--- config.mk ---
export PLATFORM = sky130hd
export DESIGN_NAME = ssdec_top
export DESIGN_NICKNAME = d
export VERILOG_FILES = /design/src/rtl/ssdec_pkg.sv /design/src/rtl/ssdec_enable.sv /design/src/rtl/ssdec_wide.sv /design/src/rtl/ssdec_comp.sv /design/src/rtl/ssdec_top.sv
export SDC_FILE = /design/constraint.sdc
export NUM_CORES = 1
export LEC_CHECK = 0
export BUFFER_PORTS_ARGS = -buffer_cell sky130_fd_sc_hd__buf_2
export CORE_UTILIZATION = 40
export DETAILED_ROUTE_END_ITERATION = 10
export GPL_TIMING_DRIVEN = 0
export PLACE_DENSITY = 0.89
export SYNTH_ARGS = -nofsm -noshare
export SYNTH_HDL_FRONTEND = slang
export SYNTH_SLANG_ARGS = --single-unit
--- constraint.sdc ---
create_clock -name clk -period 3.7 [get_ports clk]
set_input_delay 0.37 -clock clk [delete_from_list [all_inputs] [get_ports clk]]
set_output_delay 0.37 -clock clk [all_outputs]
set_load 0.01 [all_outputs]
--- src/rtl/ssdec_pkg.sv ---
package ssdec_pkg;

    localparam int unsigned ILEN      = 32;
    localparam int unsigned REG_IDX_W = 5;
    localparam int unsigned OP_W      = 3;

    typedef enum logic [OP_W-1:0] {
        OP_NONE    = 3'd0,
        OP_MOP_ZER = 3'd1,
        OP_MOP_NOP = 3'd2,
        OP_PUSH    = 3'd3,
        OP_POPCHK  = 3'd4,
        OP_RDPTR   = 3'd5
    } ss_op_e;

    localparam logic [1:0] PRIV_USER  = 2'b00;
    localparam logic [1:0] PRIV_SUPER = 2'b01;
    localparam logic [1:0] PRIV_MACH  = 2'b11;

    typedef struct packed {
        logic                 en;
        ss_op_e               op;
        logic [REG_IDX_W-1:0] src;
        logic [REG_IDX_W-1:0] dst;
        logic                 ill;
    } dec_res_t;

endpackage

--- src/rtl/ssdec_enable.sv ---
module ssdec_enable
    import ssdec_pkg::*;
(
    input  logic [1:0] priv_i,
    input  logic       virt_i,
    input  logic       menv_sse_i,
    input  logic       henv_sse_i,
    input  logic       senv_sse_i,
    input  logic       smode_present_i,
    output logic       en_o
);
    logic not_mach;
    logic virt_ok;
    logic user_ok;

    always_comb begin
        not_mach = (priv_i != PRIV_MACH);
        virt_ok  = !virt_i || henv_sse_i;
        user_ok  = (priv_i != PRIV_USER) || senv_sse_i;
        en_o     = not_mach && menv_sse_i && smode_present_i && virt_ok && user_ok;
    end
endmodule

--- src/rtl/ssdec_wide.sv ---
module ssdec_wide
    import ssdec_pkg::*;
#(
    parameter int unsigned R_SLOT  = 28,
    parameter int unsigned RR_SLOT = 7,
    parameter int unsigned LINK_A  = 1,
    parameter int unsigned LINK_B  = 5
) (
    input  logic [ILEN-1:0]      insn_i,
    input  logic                 en_i,
    output logic                 hit_o,
    output ss_op_e               op_o,
    output logic [REG_IDX_W-1:0] src_o,
    output logic [REG_IDX_W-1:0] dst_o
);
    localparam logic [6:0] OPC_SYS = 7'b1110011;
    localparam logic [4:0] R_SLOT_V  = R_SLOT[4:0];
    localparam logic [2:0] RR_SLOT_V = RR_SLOT[2:0];
    localparam logic [REG_IDX_W-1:0] LA = LINK_A[REG_IDX_W-1:0];
    localparam logic [REG_IDX_W-1:0] LB = LINK_B[REG_IDX_W-1:0];

    logic                 base;
    logic                 is_r;
    logic                 is_rr;
    logic [4:0]           slot_r;
    logic [2:0]           slot_rr;
    logic [REG_IDX_W-1:0] rd;
    logic [REG_IDX_W-1:0] rs1;
    logic [REG_IDX_W-1:0] rs2;

    always_comb begin
        rd      = insn_i[11:7];
        rs1     = insn_i[19:15];
        rs2     = insn_i[24:20];
        base    = (insn_i[6:0] == OPC_SYS) && (insn_i[14:12] == 3'b100) &&
                  insn_i[31] && (insn_i[29:28] == 2'b00);
        is_r    = base && (insn_i[25:22] == 4'b0111);
        is_rr   = base && insn_i[25];
        slot_r  = {insn_i[30], insn_i[27:26], insn_i[21:20]};
        slot_rr = {insn_i[30], insn_i[27:26]};

        hit_o = is_r || is_rr;
        op_o  = OP_NONE;
        src_o = '0;
        dst_o = '0;
        if (hit_o) begin
            op_o  = OP_MOP_ZER;
            dst_o = rd;
        end
        if (en_i && is_r && (slot_r == R_SLOT_V)) begin
            if ((rd == '0) && ((rs1 == LA) || (rs1 == LB))) begin
                op_o  = OP_POPCHK;
                src_o = rs1;
            end else if ((rd != '0) && (rs1 == '0)) begin
                op_o  = OP_RDPTR;
            end
        end
        if (en_i && is_rr && (slot_rr == RR_SLOT_V) && (rd == '0) && (rs1 == '0) &&
            ((rs2 == LA) || (rs2 == LB))) begin
            op_o  = OP_PUSH;
            src_o = rs2;
        end
    end
endmodule

--- src/rtl/ssdec_comp.sv ---
module ssdec_comp
    import ssdec_pkg::*;
#(
    parameter int unsigned LINK_A = 1,
    parameter int unsigned LINK_B = 5
) (
    input  logic [15:0]          insn_i,
    input  logic                 en_i,
    output ss_op_e               op_o,
    output logic [REG_IDX_W-1:0] src_o,
    output logic                 ill_o
);
    localparam logic [REG_IDX_W-1:0] LA = LINK_A[REG_IDX_W-1:0];
    localparam logic [REG_IDX_W-1:0] LB = LINK_B[REG_IDX_W-1:0];

    logic                 zero_imm_lui;
    logic                 mop_field;
    logic [REG_IDX_W-1:0] fld;

    always_comb begin
        fld          = insn_i[11:7];
        zero_imm_lui = (insn_i[15:13] == 3'b011) && !insn_i[12] &&
                       (insn_i[6:2] == 5'd0) && (insn_i[1:0] == 2'b01);
        mop_field    = fld[0] && !fld[4];
        op_o  = OP_NONE;
        src_o = '0;
        ill_o = 1'b0;
        if (zero_imm_lui) begin
            if (!mop_field) begin
                ill_o = 1'b1;
            end else if (en_i && (fld == LA)) begin
                op_o  = OP_PUSH;
                src_o = LA;
            end else if (en_i && (fld == LB)) begin
                op_o  = OP_POPCHK;
                src_o = LB;
            end else begin
                op_o  = OP_MOP_NOP;
            end
        end
    end
endmodule

--- src/rtl/ssdec_top.sv ---
module ssdec_top
    import ssdec_pkg::*;
#(
    parameter bit          HAS_COMPRESSED = 1'b1,
    parameter int unsigned LINK_A         = 1,
    parameter int unsigned LINK_B         = 5
) (
    input  logic                 clk,
    input  logic                 rst_n,
    input  logic [ILEN-1:0]      insn_i,
    input  logic [1:0]           priv_i,
    input  logic                 virt_i,
    input  logic                 menv_sse_i,
    input  logic                 henv_sse_i,
    input  logic                 senv_sse_i,
    input  logic                 smode_present_i,
    output logic                 ss_en_o,
    output logic [OP_W-1:0]      op_o,
    output logic [REG_IDX_W-1:0] src_idx_o,
    output logic [REG_IDX_W-1:0] dst_idx_o,
    output logic                 illegal_o
);
    logic                 en_w;
    logic                 w_hit;
    ss_op_e               w_op;
    logic [REG_IDX_W-1:0] w_src;
    logic [REG_IDX_W-1:0] w_dst;
    ss_op_e               c_op;
    logic [REG_IDX_W-1:0] c_src;
    logic                 c_ill;
    logic                 is_comp;
    dec_res_t             res_d;
    dec_res_t             res_q;

    ssdec_enable u_en (
        .priv_i          (priv_i),
        .virt_i          (virt_i),
        .menv_sse_i      (menv_sse_i),
        .henv_sse_i      (henv_sse_i),
        .senv_sse_i      (senv_sse_i),
        .smode_present_i (smode_present_i),
        .en_o            (en_w)
    );

    ssdec_wide #(
        .LINK_A (LINK_A),
        .LINK_B (LINK_B)
    ) u_wide (
        .insn_i (insn_i),
        .en_i   (en_w),
        .hit_o  (w_hit),
        .op_o   (w_op),
        .src_o  (w_src),
        .dst_o  (w_dst)
    );

    generate
        if (HAS_COMPRESSED) begin : g_comp
            ssdec_comp #(
                .LINK_A (LINK_A),
                .LINK_B (LINK_B)
            ) u_comp (
                .insn_i (insn_i[15:0]),
                .en_i   (en_w),
                .op_o   (c_op),
                .src_o  (c_src),
                .ill_o  (c_ill)
            );
        end else begin : g_nocomp
            assign c_op  = OP_NONE;
            assign c_src = '0;
            assign c_ill = 1'b0;
        end
    endgenerate

    always_comb begin
        is_comp   = (insn_i[1:0] != 2'b11);
        res_d     = '0;
        res_d.en  = en_w;
        if (is_comp) begin
            res_d.op  = c_op;
            res_d.src = c_src;
            res_d.ill = c_ill;
        end else if (w_hit) begin
            res_d.op  = w_op;
            res_d.src = w_src;
            res_d.dst = w_dst;
        end
    end

    always_ff @(posedge clk) begin
        if (!rst_n) begin
            res_q <= '0;
        end else begin
            res_q <= res_d;
        end
    end

    assign ss_en_o   = res_q.en;
    assign op_o      = res_q.op;
    assign src_idx_o = res_q.src;
    assign dst_idx_o = res_q.dst;
    assign illegal_o = res_q.ill;
endmodule

# Word-level counts from Yosys, hierarchy flattened
# Cells that the tools add are included.
# classes
eq_ne	15
muxes	18
n_bitwise	2
n_reduce_logical	40
# ops
operator	n
5-bit two-way mux	6
3-bit two-way mux	9
1-bit logical AND	24
5-bit by 1-bit == test with 1-bit output, second input constant	3
5-bit by 3-bit == test with 1-bit output, second input constant	3
5-bit logical NOT	3
13-bit two-way mux	1
8-bit two-way mux	1
7-bit == test, second input constant	1
3-bit == test, second input constant	2
5-bit == test, second input constant	1
1-bit logical OR	5
5-bit nonzero test	1
4-bit by 3-bit == test with 1-bit output, second input constant	1
2-bit != test, second input constant	2
3-bit by 2-bit == test with 1-bit output, second input constant	1
1-bit logical NOT	3
3-bit AND reduction	1
3-bit OR reduction	1
2-bit by 1-bit == test with 1-bit output, second input constant	1
2-bit logical NOT	1
1-bit inverter	2
2-bit nonzero test	1
1-bit two-way mux	1
# totals
register_bits	15
in_bits	41
output_inout_bits	15
elab_cells	80

# Depth between registers and ports, before layout
# logic_depth
ltp_word	13
depth_mapped	4
depth_no_buf	4

# Modules after synthesis
# From an unflattened synthesis, not the netlist that was laid out.
# unflattened
hier_cells	119
area_unflattened_um2	1041.0
# by_module_without_submodules
mod	instances	cells_each	area_each_um2
ssdec_top	1	54	603.1
ssdec_wide	1	39	259.0
ssdec_comp	1	22	148.9
ssdec_enable	1	4	30.0

# Worst setup path after synthesis
# OpenSTA, ideal clock, no wires.
# synth_path
kind	in2reg
startpoint	input port insn_i[13]
endpoint	register res_q (netlist bit op_o[0])
t_arrival_ns	2.058
required_time_ns	3.580
path_slack_ns	1.522
stages	4
path_buffers	0
path_cell_list	or4b_4 > or4_4 > or4_1 > o2bb2ai_1
# synth_via
elab_chain_cells	13
# synth_rtl
element	line	rtl
from (decl)	ssdec_top.sv:10	input logic [ILEN-1:0] insn_i,
3-bit == test	ssdec_wide.sv:35	base = (insn_i[6:0] == OPC_SYS) && (insn_i[14:12] == 3'b100) &&
1-bit logical AND (2 in a row)	ssdec_wide.sv:35	
1-bit logical AND	ssdec_wide.sv:36	insn_i[31] && (insn_i[29:28] == 2'b00);
1-bit logical AND	ssdec_wide.sv:38	is_rr = base && insn_i[25];
1-bit logical AND (5 in a row)	ssdec_wide.sv:58	if (en_i && is_rr && (slot_rr == RR_SLOT_V) && (rd == '0) && (rs1 == '0) &&
3-bit two-way mux	ssdec_wide.sv:58	
13-bit two-way mux	ssdec_top.sv:84	end else if (w_hit) begin
8-bit two-way mux *	ssdec_top.sv:80	if (is_comp) begin
to (signal assigned)	ssdec_top.sv:95	res_q <= res_d;
to (decl)	ssdec_top.sv:33	dec_res_t res_q;
# Mark *: on every way between the ends. The rest lies on a longest branch, timed or not.
# A chain may end at the register's enable or synchronous reset.

# Worst setup path in the final report
# Same ends and word-level chain as after synthesis.

==> flow_summary.yaml <==
pwr:
  vdd.ir_drop.worst_mv: 0.1108
  sw_frac_of_total_pct: 22.09
  comb_power_share_pct: 14.5
  p_int_uw: 227.8
  p_leak_uw: 0.0004805
  clock_power_share_pct: 29.5
  switchingPower_uw: 64.58
  cellPowerDensity_nw_per_um2: 289.9
  pwr-share-seq_pct: 56.0
die:
  initial_core_util_pct: 44.07
  rows: 14
  pin_count: 56
  fp.dieH_microns: 43.21
  core_sq_um: 1541
  dieArea_sq_um: 1867
  die_w_microns: 43.21
routing:
  post_drt_wl_per_cell_microns: 10.59
  drt-initial-drc-count: 11
  first_pass_iters: 4
  drc: 0
  postRouteAntennaNets: 0
  num_vias: 800
  wl_mm: 1.588
  vias_per_cell: 5.333
place:
  dpl_cell_area_sq_um: 982.2
  dp.cells: 146
  portBuffers: 55
  dp_hpwl_mm: 1.369
  gp_congestion: 0.8670
  place_ws_ps: 1368
clock_network:
  root_buffer: "clkbuf_4"
  cts_sinks: 15
  cts_max_path_buffers: 2
  cts_buffers: 3
  cts_setup_buffers: 0
  path_clk_slew_ps: 80
  ctsHoldBuffers: 0
  cts.htree.levels: 1
  post_cts.resized_instances: 0
  cts_tree: "yes"
worst_setup_path:
  critPathRequiredTime_ps: 3860
  critPathCapture: "op_o[0]$_SDFF_PN0_"
  slowest_delay_ps: 560
  critical-path-slowest-cell: "or4_4"
  path_max_fanout: 4
  arrival_ps: 2220
  path_class: "in -> reg"
  end_kind: "flop"
  cp_cell_sequence: "buf_2, or4b_4, or4_4, or4_1, o2bb2ai_1"
  startpoint_type: "input pin"
  crit_start: "insn_i[13]"
synth:
  yosys_warnings: 0
  seq_area_frac_synth_pct: 44.20
  synth-seq-cells: 15
  syn_area_sq_um: 679.4
  syn_area_per_cell_sq_um: 9.307
  synthCells: 73
  yosysUniqueCellTypes: 31
cells_and_area:
  final_cells: 150
  layout-area-overhead-vs-synth_pct: 48.43
  nets: 176
  drive_above_1_share_pct: 45.52
  finalInstanceArea_sq_um: 1008
  num_antenna_cells: 0
timing:
  fmax_ghz: 0.4854
  finalSetupTns_ps: 0
  period_needed_ps: 2060
  tightest_slew_ps: 758.4
  relSlewSlack_pct: 48.14
  setup_violations: 0
  fin_ws_ps: 1640
  post-route-period-util_pct: 55.68
  report.final.slew_viol_count: 0
  hold_viol_final: 0
  rsz0062_at_grt: "no"
global_route:
  grt_max_degree: 9
  grt_pass1_wl_mm: 2.628
  antenna_found_initial: 0
  grt_overflow: 0
  grt_use_total_pct: 18.64
  grt_pass1_vias: 725
run_status:
  status: "finished clean"
flow_run:
  max-cap-violations: 0
hold_path:
  hp-class: "in -> reg"
per-stage QoR:
stage | util (%) | total power (uW) | hold slack [ps]
2_1_floorplan | - | 181.3 | 457.7
3_3_place_gp | 63.72 | 208.7 | 589.9
3_5_place_dp | 63.72 | 209.9 | 594.6
4_1_cts | 65.42 | 295.5 | 305.2
5_1_grt | 65.42 | 307.0 | 299.4
6_report | 65.42 | 292.4 | 317.4
cell families (layout without fill, tap and decap cells):
family	Yosys count	in the layout	synth area share, %
and+or+nand+nor	47	47	43.46
DFF	15	15	44.20
AOI/OAI and AO/OA	9	9	10.31
other	1	3	0.5520
muxes	1	1	1.473
buffers and inverters	0	59	0
power groups by stage:
stage          sequential [uW]  combinational [uW]  clock [uW]
3_5_place_dp               168                42.4           0
5_1_grt                    164                47.2        95.8
3_3_place_gp               167                41.2           0
6_report                   164                42.5        86.2
4_1_cts                    164                42.4        89.3
2_1_floorplan              169                12.5           0
worst min-delay path by stage:
stage / startpoint / endpoint / slack (ps) / depth (start not counted)
global route: insn_i[8] / dst_idx_o[1]$_SDFF_PP0_ / 300 / 2
detailed placement: insn_i[8] / dst_idx_o[1]$_SDFF_PP0_ / 590 / 2
floorplan: insn_i[9] / op_o[0]$_SDFF_PN0_ / 460 / 1
CTS: insn_i[8] / dst_idx_o[1]$_SDFF_PP0_ / 310 / 2
global placement: insn_i[8] / dst_idx_o[1]$_SDFF_PP0_ / 590 / 2
finish: insn_i[10] / dst_idx_o[3]$_SDFF_PP0_ / 320 / 2
cell type report:
cell class,count,area [sq um]
Multi-Input combinational cell,60,386.6
Clock buffer,4,26.28
Sequential cell,15,300.3
Timing Repair Buffer,55,275.3
Tap cell,16,20.02
Fill cell,135,533.0
worst max-delay path: cells and delay by family:
kind	cells	cell delay, ps
buffers and inverters	1	100
AOI/OAI and AO/OA	1	130
and+or+nand+nor	3	1610
layer usage:
metal  GRT usage, %  vias to the layer above  routed length (microns)
met5              0                        -                        0
met4          13.33                        0                       24
met3          2.128                        2                      138
met2          34.63                       47                      796
met1          18.54                      352                      628
li1               -                      399                        -
Yosys cell counts:
master / instances / share of area, %
o21ai_1: 1 / 0.74
a2111oi_0: 1 / 1.3
nand4_1: 4 / 3.7
or4b_4: 1 / 2.0
nand4bb_1: 1 / 1.7
nor4bb_1: 1 / 1.5
o2bb2ai_1: 1 / 1.3
nor3b_1: 1 / 1.1
nand4b_1: 1 / 1.3
nand2b_1: 1 / 0.92
nor4_1: 3 / 2.8
dfxtp_1: 15 / 44
mux2i_1: 1 / 1.5
conb_1: 1 / 0.55
a22oi_1: 1 / 1.1
a311oi_1: 1 / 1.3
or4_4: 2 / 3.3
nor2b_1: 2 / 1.8
o22ai_1: 1 / 0.92
nor4b_1: 1 / 1.3
nor2_1: 6 / 3.3
a211o_1: 1 / 1.3
o21a_1: 1 / 1.1
o32ai_1: 1 / 1.3
or3_1: 1 / 0.92
and3_1: 1 / 0.92
nand2_1: 3 / 1.7
and2_1: 9 / 8.3
nor3_1: 3 / 2.2
or4_1: 1 / 1.1
nand3_1: 5 / 3.7
state kept, by name (all words and copies together) (netlist names):
signal	count
op_o	3
illegal_o	1
ss_en_o	1
dst_idx_o	5
src_idx_o	5
placed cells by master (no fill, tap or decap), types with 2 or more instances in the layout:
master | synthesis | layout
buf_2 | 0 | 55
clkbuf_4 | 0 | 3
conb_1 | 1 | 3
nand4_1 | 4 | 4
or4_4 | 2 | 2
nand3_1 | 5 | 5
nand2_1 | 3 | 3
nor4_1 | 3 | 3
and2_1 | 9 | 9
nor2_1 | 6 | 6
nor3_1 | 3 | 3
nor2b_1 | 2 | 2
dfxtp_1 | 15 | 15
Power figures use the tool's default switching activity.
